## config.mk

```make
export PLATFORM = sky130hd
export DESIGN_NAME = lp_guard
export DESIGN_NICKNAME = d
export VERILOG_FILES = /design/src/rtl/lp_pkg.sv /design/src/rtl/lp_rst_sync.sv /design/src/rtl/lp_arm_decode.sv /design/src/rtl/lp_pad_match.sv /design/src/rtl/lp_guard.sv
export SDC_FILE = /design/constraint.sdc
export NUM_CORES = 1
export LEC_CHECK = 0
export BUFFER_PORTS_ARGS = -buffer_cell sky130_fd_sc_hd__buf_2
export CAP_MARGIN = 25
export CORE_MARGIN = 2
export CORE_UTILIZATION = 34
export DETAILED_ROUTE_END_ITERATION = 10
export PLACE_DENSITY_LB_ADDON = 0.1
export SLEW_MARGIN = 25
export SYNTH_ARGS = -nofsm -noshare
export SYNTH_HDL_FRONTEND = slang
export SYNTH_SLANG_ARGS = --single-unit
```

## constraint.sdc

```tcl
create_clock -name clk -period 0.8 [get_ports clk]
set_input_delay 0.16 -clock clk [delete_from_list [all_inputs] [get_ports clk]]
set_output_delay 0.16 -clock clk [all_outputs]
set_load 0.02 [all_outputs]
```

## src/rtl/lp_pkg.sv

```systemverilog
package lp_pkg;
  localparam int unsigned XLEN      = 32;
  localparam int unsigned LBL_W     = 20;
  localparam int unsigned CODE_W    = 4;
  localparam int unsigned REG_IDX_W = 5;

  localparam logic [6:0]  OPC_JALR  = 7'h67;
  localparam logic [11:0] PAD_LOW   = 12'h017;
  localparam logic [CODE_W-1:0] CODE_LP_FAULT = CODE_W'(2);
  localparam logic [CODE_W-1:0] CODE_NONE     = '0;

  // Registers conventionally used for returns and linkage; jumps via them are exempt.
  function automatic logic is_link_reg(input logic [REG_IDX_W-1:0] r);
    return (r == 5'd1) || (r == 5'd5) || (r == 5'd7);
  endfunction
endpackage

```

## src/rtl/lp_rst_sync.sv

```systemverilog
module lp_rst_sync #(
  parameter int unsigned STAGES = 2
) (
  input  logic clk,
  input  logic rst_n,
  output logic rst_sync_n
);
  logic [STAGES-1:0] chain_q;

  always_ff @(posedge clk or negedge rst_n) begin
    if (!rst_n) chain_q <= '0;
    else        chain_q <= {chain_q[STAGES-2:0], 1'b1};
  end

  assign rst_sync_n = chain_q[STAGES-1];
endmodule

```

## src/rtl/lp_arm_decode.sv

```systemverilog
module lp_arm_decode
  import lp_pkg::*;
#(
  parameter int unsigned W = XLEN
) (
  input  logic [W-1:0] insn,
  output logic         arm
);
  logic full_width;
  logic full_hit;
  logic cmp_hit;

  always_comb begin
    full_width = (insn[1:0] == 2'b11);
    full_hit   = full_width
               && (insn[6:0] == OPC_JALR)
               && (insn[14:12] == 3'd0)
               && !is_link_reg(insn[19:15]);
    cmp_hit    = (insn[1:0] == 2'b10)
               && ((insn[15:12] == 4'd8) || (insn[15:12] == 4'd9))
               && !is_link_reg(insn[11:7]);
    arm        = full_hit || cmp_hit;
  end

  // a jump through a link register must never arm, whatever its width
  always_comb begin
    if (full_width && is_link_reg(insn[19:15])) a_link_full_r4: assert (!full_hit);
  end
endmodule

```

## src/rtl/lp_pad_match.sv

```systemverilog
module lp_pad_match
  import lp_pkg::*;
#(
  parameter int unsigned W  = XLEN,
  parameter int unsigned LW = LBL_W
) (
  input  logic [W-1:0]  insn,
  input  logic [W-1:0]  pc,
  input  logic [LW-1:0] label,
  output logic          pad_ok
);
  localparam int unsigned LO_W = W - LW;

  logic [LW-1:0] pad_lbl;
  logic          shape_ok;
  logic          align_ok;
  logic          lbl_ok;

  always_comb begin
    pad_lbl  = insn[W-1:LO_W];
    shape_ok = (insn[LO_W-1:0] == PAD_LOW);
    align_ok = (pc[1:0] == 2'b00);
    lbl_ok   = (pad_lbl == label) || (pad_lbl == '0);
    pad_ok   = shape_ok && align_ok && lbl_ok;
  end
endmodule

```

## src/rtl/lp_guard.sv

```systemverilog
module lp_guard
  import lp_pkg::*;
(
  input  logic                clk,
  input  logic                rst_n,
  input  logic                retire_vld,
  input  logic [XLEN-1:0]     insn,
  input  logic [XLEN-1:0]     pc,
  input  logic [XLEN-1:0]     link_val,
  input  logic                cfi_en,
  output logic                expect_pad,
  output logic                fault_req,
  output logic [CODE_W-1:0]   fault_code
);
  localparam int unsigned LO_W = XLEN - LBL_W;

  logic              rst_sync_n;
  logic              arm;
  logic              pad_ok;

  logic              expect_q, expect_d;
  logic [LBL_W-1:0]  label_q,  label_d;
  logic              fault_q,  fault_d;
  logic [CODE_W-1:0] code_q,   code_d;
  logic              state_en;

  lp_rst_sync #(.STAGES(2)) u_rst (
    .clk        (clk),
    .rst_n      (rst_n),
    .rst_sync_n (rst_sync_n)
  );

  lp_arm_decode #(.W(XLEN)) u_arm (
    .insn (insn),
    .arm  (arm)
  );

  lp_pad_match #(.W(XLEN), .LW(LBL_W)) u_pad (
    .insn   (insn),
    .pc     (pc),
    .label  (label_q),
    .pad_ok (pad_ok)
  );

  // next-state
  always_comb begin
    state_en = retire_vld;
    expect_d = cfi_en && arm;
    label_d  = expect_d ? link_val[XLEN-1:LO_W] : label_q;
    fault_d  = retire_vld && cfi_en && expect_q && !pad_ok;
    code_d   = fault_d ? CODE_LP_FAULT : CODE_NONE;
  end

  // expectation state, written only on a retire
  always_ff @(posedge clk or negedge rst_sync_n) begin
    if (!rst_sync_n) begin
      expect_q <= 1'b0;
      label_q  <= '0;
    end else if (state_en) begin
      expect_q <= expect_d;
      label_q  <= label_d;
    end
  end

  // fault pulse, recomputed every cycle
  always_ff @(posedge clk or negedge rst_sync_n) begin
    if (!rst_sync_n) begin
      fault_q <= 1'b0;
      code_q  <= CODE_NONE;
    end else begin
      fault_q <= fault_d;
      code_q  <= code_d;
    end
  end

  assign expect_pad = expect_q;
  assign fault_req  = fault_q;
  assign fault_code = code_q;

  // a fault only follows a retire that found an expectation pending
  p_fault_cause_r7: assert property (@(posedge clk) disable iff (!rst_sync_n)
    fault_req |-> $past(retire_vld) && $past(expect_q) && $past(cfi_en));

  // subcode tracks the request
  p_fault_code_r7: assert property (@(posedge clk) disable iff (!rst_sync_n)
    fault_req |-> (fault_code == CODE_LP_FAULT));

  p_code_idle_r7: assert property (@(posedge clk) disable iff (!rst_sync_n)
    !fault_req |-> (fault_code == CODE_NONE));

  // nothing moves without a retire
  p_hold_idle_r9: assert property (@(posedge clk) disable iff (!rst_sync_n)
    !retire_vld |=> $stable(expect_pad) && !fault_req);

  // disabled checking neither arms nor faults
  p_disabled_r8: assert property (@(posedge clk) disable iff (!rst_sync_n)
    (retire_vld && !cfi_en) |=> !expect_pad && !fault_req);

  // a good pad on a pending expectation is accepted silently
  p_pad_pass_r5: assert property (@(posedge clk) disable iff (!rst_sync_n)
    (retire_vld && cfi_en && expect_q && pad_ok) |=> !fault_req);
endmodule

```

==> impl_metrics.tcl <==
set metrics [dict create \
    grt_pass1_wl_um 4830 \
    antenna_cells 0 \
    clock_skew_ns 0.00236 \
    cp_top_family "compound AO/OA/AOI/OAI gates" \
    crit_arrival_ns 1.62 \
    wl_per_cell_um 13.1 \
    syn_area_um2 1280 \
    dp_hpwl_um 2610 \
    vias_per_cell 4.55 \
    cpMostUsedCell "buf_6" \
    cpMaxStageDelayCell "or3b_1" \
    setup_viol 25 \
    whs_ns 0.129 \
    drt_first_pass_iters 4 \
    hold_class "in -> reg" \
    die_w_um 65.3 \
    regArea_um2 601 \
    finalCritPeriodShare_pct 185 \
    slowest_delay_ns 0.37 \
    final_antenna_net_count 0 \
    status "finished with violations" \
    critical_path_class "in -> reg" \
    dp_slack_ns -0.978 \
    fin_nets 289 \
    clock-sinks 24 \
    nFillCells 359 \
    wl_um 3090 \
    cts_buffer_depth 2 \
    cts_tree "built" \
    fin_crit_ns 1.48 \
    setup_ws_ns -0.681 \
    power_density_nw_per_um2 1470 \
    synth_warnings 0 \
    p_leak_uw 0.000940 \
    io_pins 106 \
    path_buf_inv 2 \
    core_um2 3630 \
    clk_latency_ns 0.25 \
    synth_cells 105 \
    post-cts-setup-buffers 0 \
    drc_errors 0 \
    layout_common_cells "56 x buf_2, 24 x dfrtp_1, 19 x xnor2_1, 19 x buf_4, 15 x mux2_2" \
    syn_avg_cell_area_um2 12.2 \
    endpoint_kind "register" \
    peakVddDrop_mv 0.941 \
    fp.dieH_um 65.3 \
    multiInputGateArea_um2 671 \
    num_rows 22 \
    cap_violations 0 \
    grt-ovfl-total 0 \
    drtIter0Drc 15 \
    drive_gt1_share_pct 58.8 \
    ys_seq_area_share_pct 47.0 \
    cp_max_fo 11 \
    vias 1070 \
    area_delta_synth_final_pct 48.5 \
    io_buffers 60 \
    cts-root-buf "clkbuf_8" \
    start_util_pct 35.2 \
    failed_checks "negative setup slack" \
    path_clk_slew_ns 0.07 \
    synth_seq_cells 24 \
    final_hold_viol_count 0 \
    maxSlewViolCount 0 \
    fmax_ghz 0.675 \
    synth.distinct_cells 26 \
    cp.required_ns 0.94 \
    cts_buffers 3 \
    final_common_cell "buf_2" \
    h-tree-depth 1 \
    start_kind "input port" \
    antenna_found_initial 0 \
    gp_congestion 0.684 \
    cp_cell_sequence "buf_6 -> or3b_1 -> o211a_1 -> o2111ai_2 -> buf_6 -> mux2_2" \
    grt_max_degree 23 \
    track_usage_pct 14.7 \
    rsz0062_at_grt "true" \
    die_area_um2 4260 \
    first_global_vias 1136 \
]
-- state kept, by name, summed over array words and instances, names as in the netlist --
register / cells
u_rst.chain_q: 2
expect_pad: 1
label_q: 20
fault_code: 1
-- routing by layer --
metal | global-route usage, % | routed length, um | vias up
met1 | 16.5 | 1280 | 489
met5 | 0 | 0 | -
met3 | 3.77 | 253 | 4
met4 | 4.69 | 45 | 0
met2 | 27.0 | 1500 | 44
li1 | - | - | 533
-- timing repair --
action                                 in CTS  in global routing
setup endpoints to repair                  25                 25
pin swaps                                   2                  5
hold buffers                                1                  0
gates resized for setup                     9                  9
endpoints found under the hold margin       2                  0
-- cell usage after synthesis, drive strengths merged --
master,count,area [um2]
nor3,2,10.0
or3b,1,8.76
o31ai,1,7.51
nand2b,1,6.26
nand3b,1,7.51
nor4b,1,8.76
nand3,2,10.0
buf,6,52.6
and3,1,6.26
nor2,3,11.3
nor4,5,31.3
mux2,20,225
nor4bb,1,10.0
conb,2,7.51
a31oi,1,6.26
inv,1,3.75
a21oi,1,5.00
o211a,1,10.0
nor2b,1,6.26
and4b,1,10.0
xnor2,20,175
dfrtp,24,601
nand4,6,37.5
o21ai,1,5.00
o2111ai,1,15.0
-- per-stage QoR --
| step | total power (uW) | cell area (um2) | utilization, % | std cells | TNS [ns] |
|---|---|---|---|---|---|
| floorplan | 1800 | 1280 | - | 107 | -16.16 |
| global placement | 2100 | 1770 | 48.7 | 231 | -19.53 |
| detailed placement | 2120 | 1770 | 48.7 | 231 | -20.56 |
| CTS | 2800 | 1850 | 51.0 | 235 | -15.04 |
| global route | 2970 | 1900 | 52.2 | 235 | -15.25 |
| finish | 2790 | 1900 | 52.2 | 235 | -14.47 |
-- cell families (layout without fill, tap and decap cells) --
| family | Yosys count | in the layout | share of synthesized area [%] |
|---|---|---|---|
| AO/OA/AOI/OAI | 6 | 6 | 3.82 |
| multiplexers | 20 | 20 | 17.6 |
| other | 2 | 4 | 0.588 |
| buffers and inverters | 7 | 87 | 4.41 |
| flip-flops | 24 | 24 | 47.0 |
| AND/OR/NAND/NOR | 26 | 26 | 12.8 |
| XOR/XNOR | 20 | 20 | 13.7 |
-- power by group --
group | switching (uW) | total, uW | internal (uW)
combinational | 244 | 680 | 436
sequential | 102 | 1460 | 1350
clock | 324 | 659 | 335
-- worst register-to-register path, cell delays in order (launching register included) --
cell	delay (ns)
dfrtp_1	0.40
xnor2_1	0.17
nand4_1	0.18
nor3_2	0.15
a21oi_1	0.09
-- final timing paths --
path | from | to | cells after the start | slack [ns]
min reg2reg | u_rst.chain_q[1]$_DFF_PN0_ | label_q[2]$_DFFE_PN0P_ | 1 | 0.20
min | link_val[25] | label_q[13]$_DFFE_PN0P_ | 2 | 0.13
max in group asynchronous | u_rst.chain_q[1]$_DFF_PN0_ | label_q[5]$_DFFE_PN0P_ | 1 | 0.46
max | insn[18] | label_q[0]$_DFFE_PN0P_ | 6 | -0.68
max reg2reg | label_q[12]$_DFFE_PN0P_ | fault_code[1]$_DFF_PN0_ | 4 | -0.30
min in group asynchronous | u_rst.chain_q[1]$_DFF_PN0_ | label_q[2]$_DFFE_PN0P_ | 1 | 0.20
-- layout make-up --
type / count / share of cell area, %
inverters: 1 / 0.198
well taps: 48 / 3.17
multi-input cells: 76 / 35.4
clock buffers: 3 / 2.18
repair buffers: 83 / 27.4
flip-flops and latches: 24 / 31.7
Note: power is estimated with default switching activity, not from simulation.
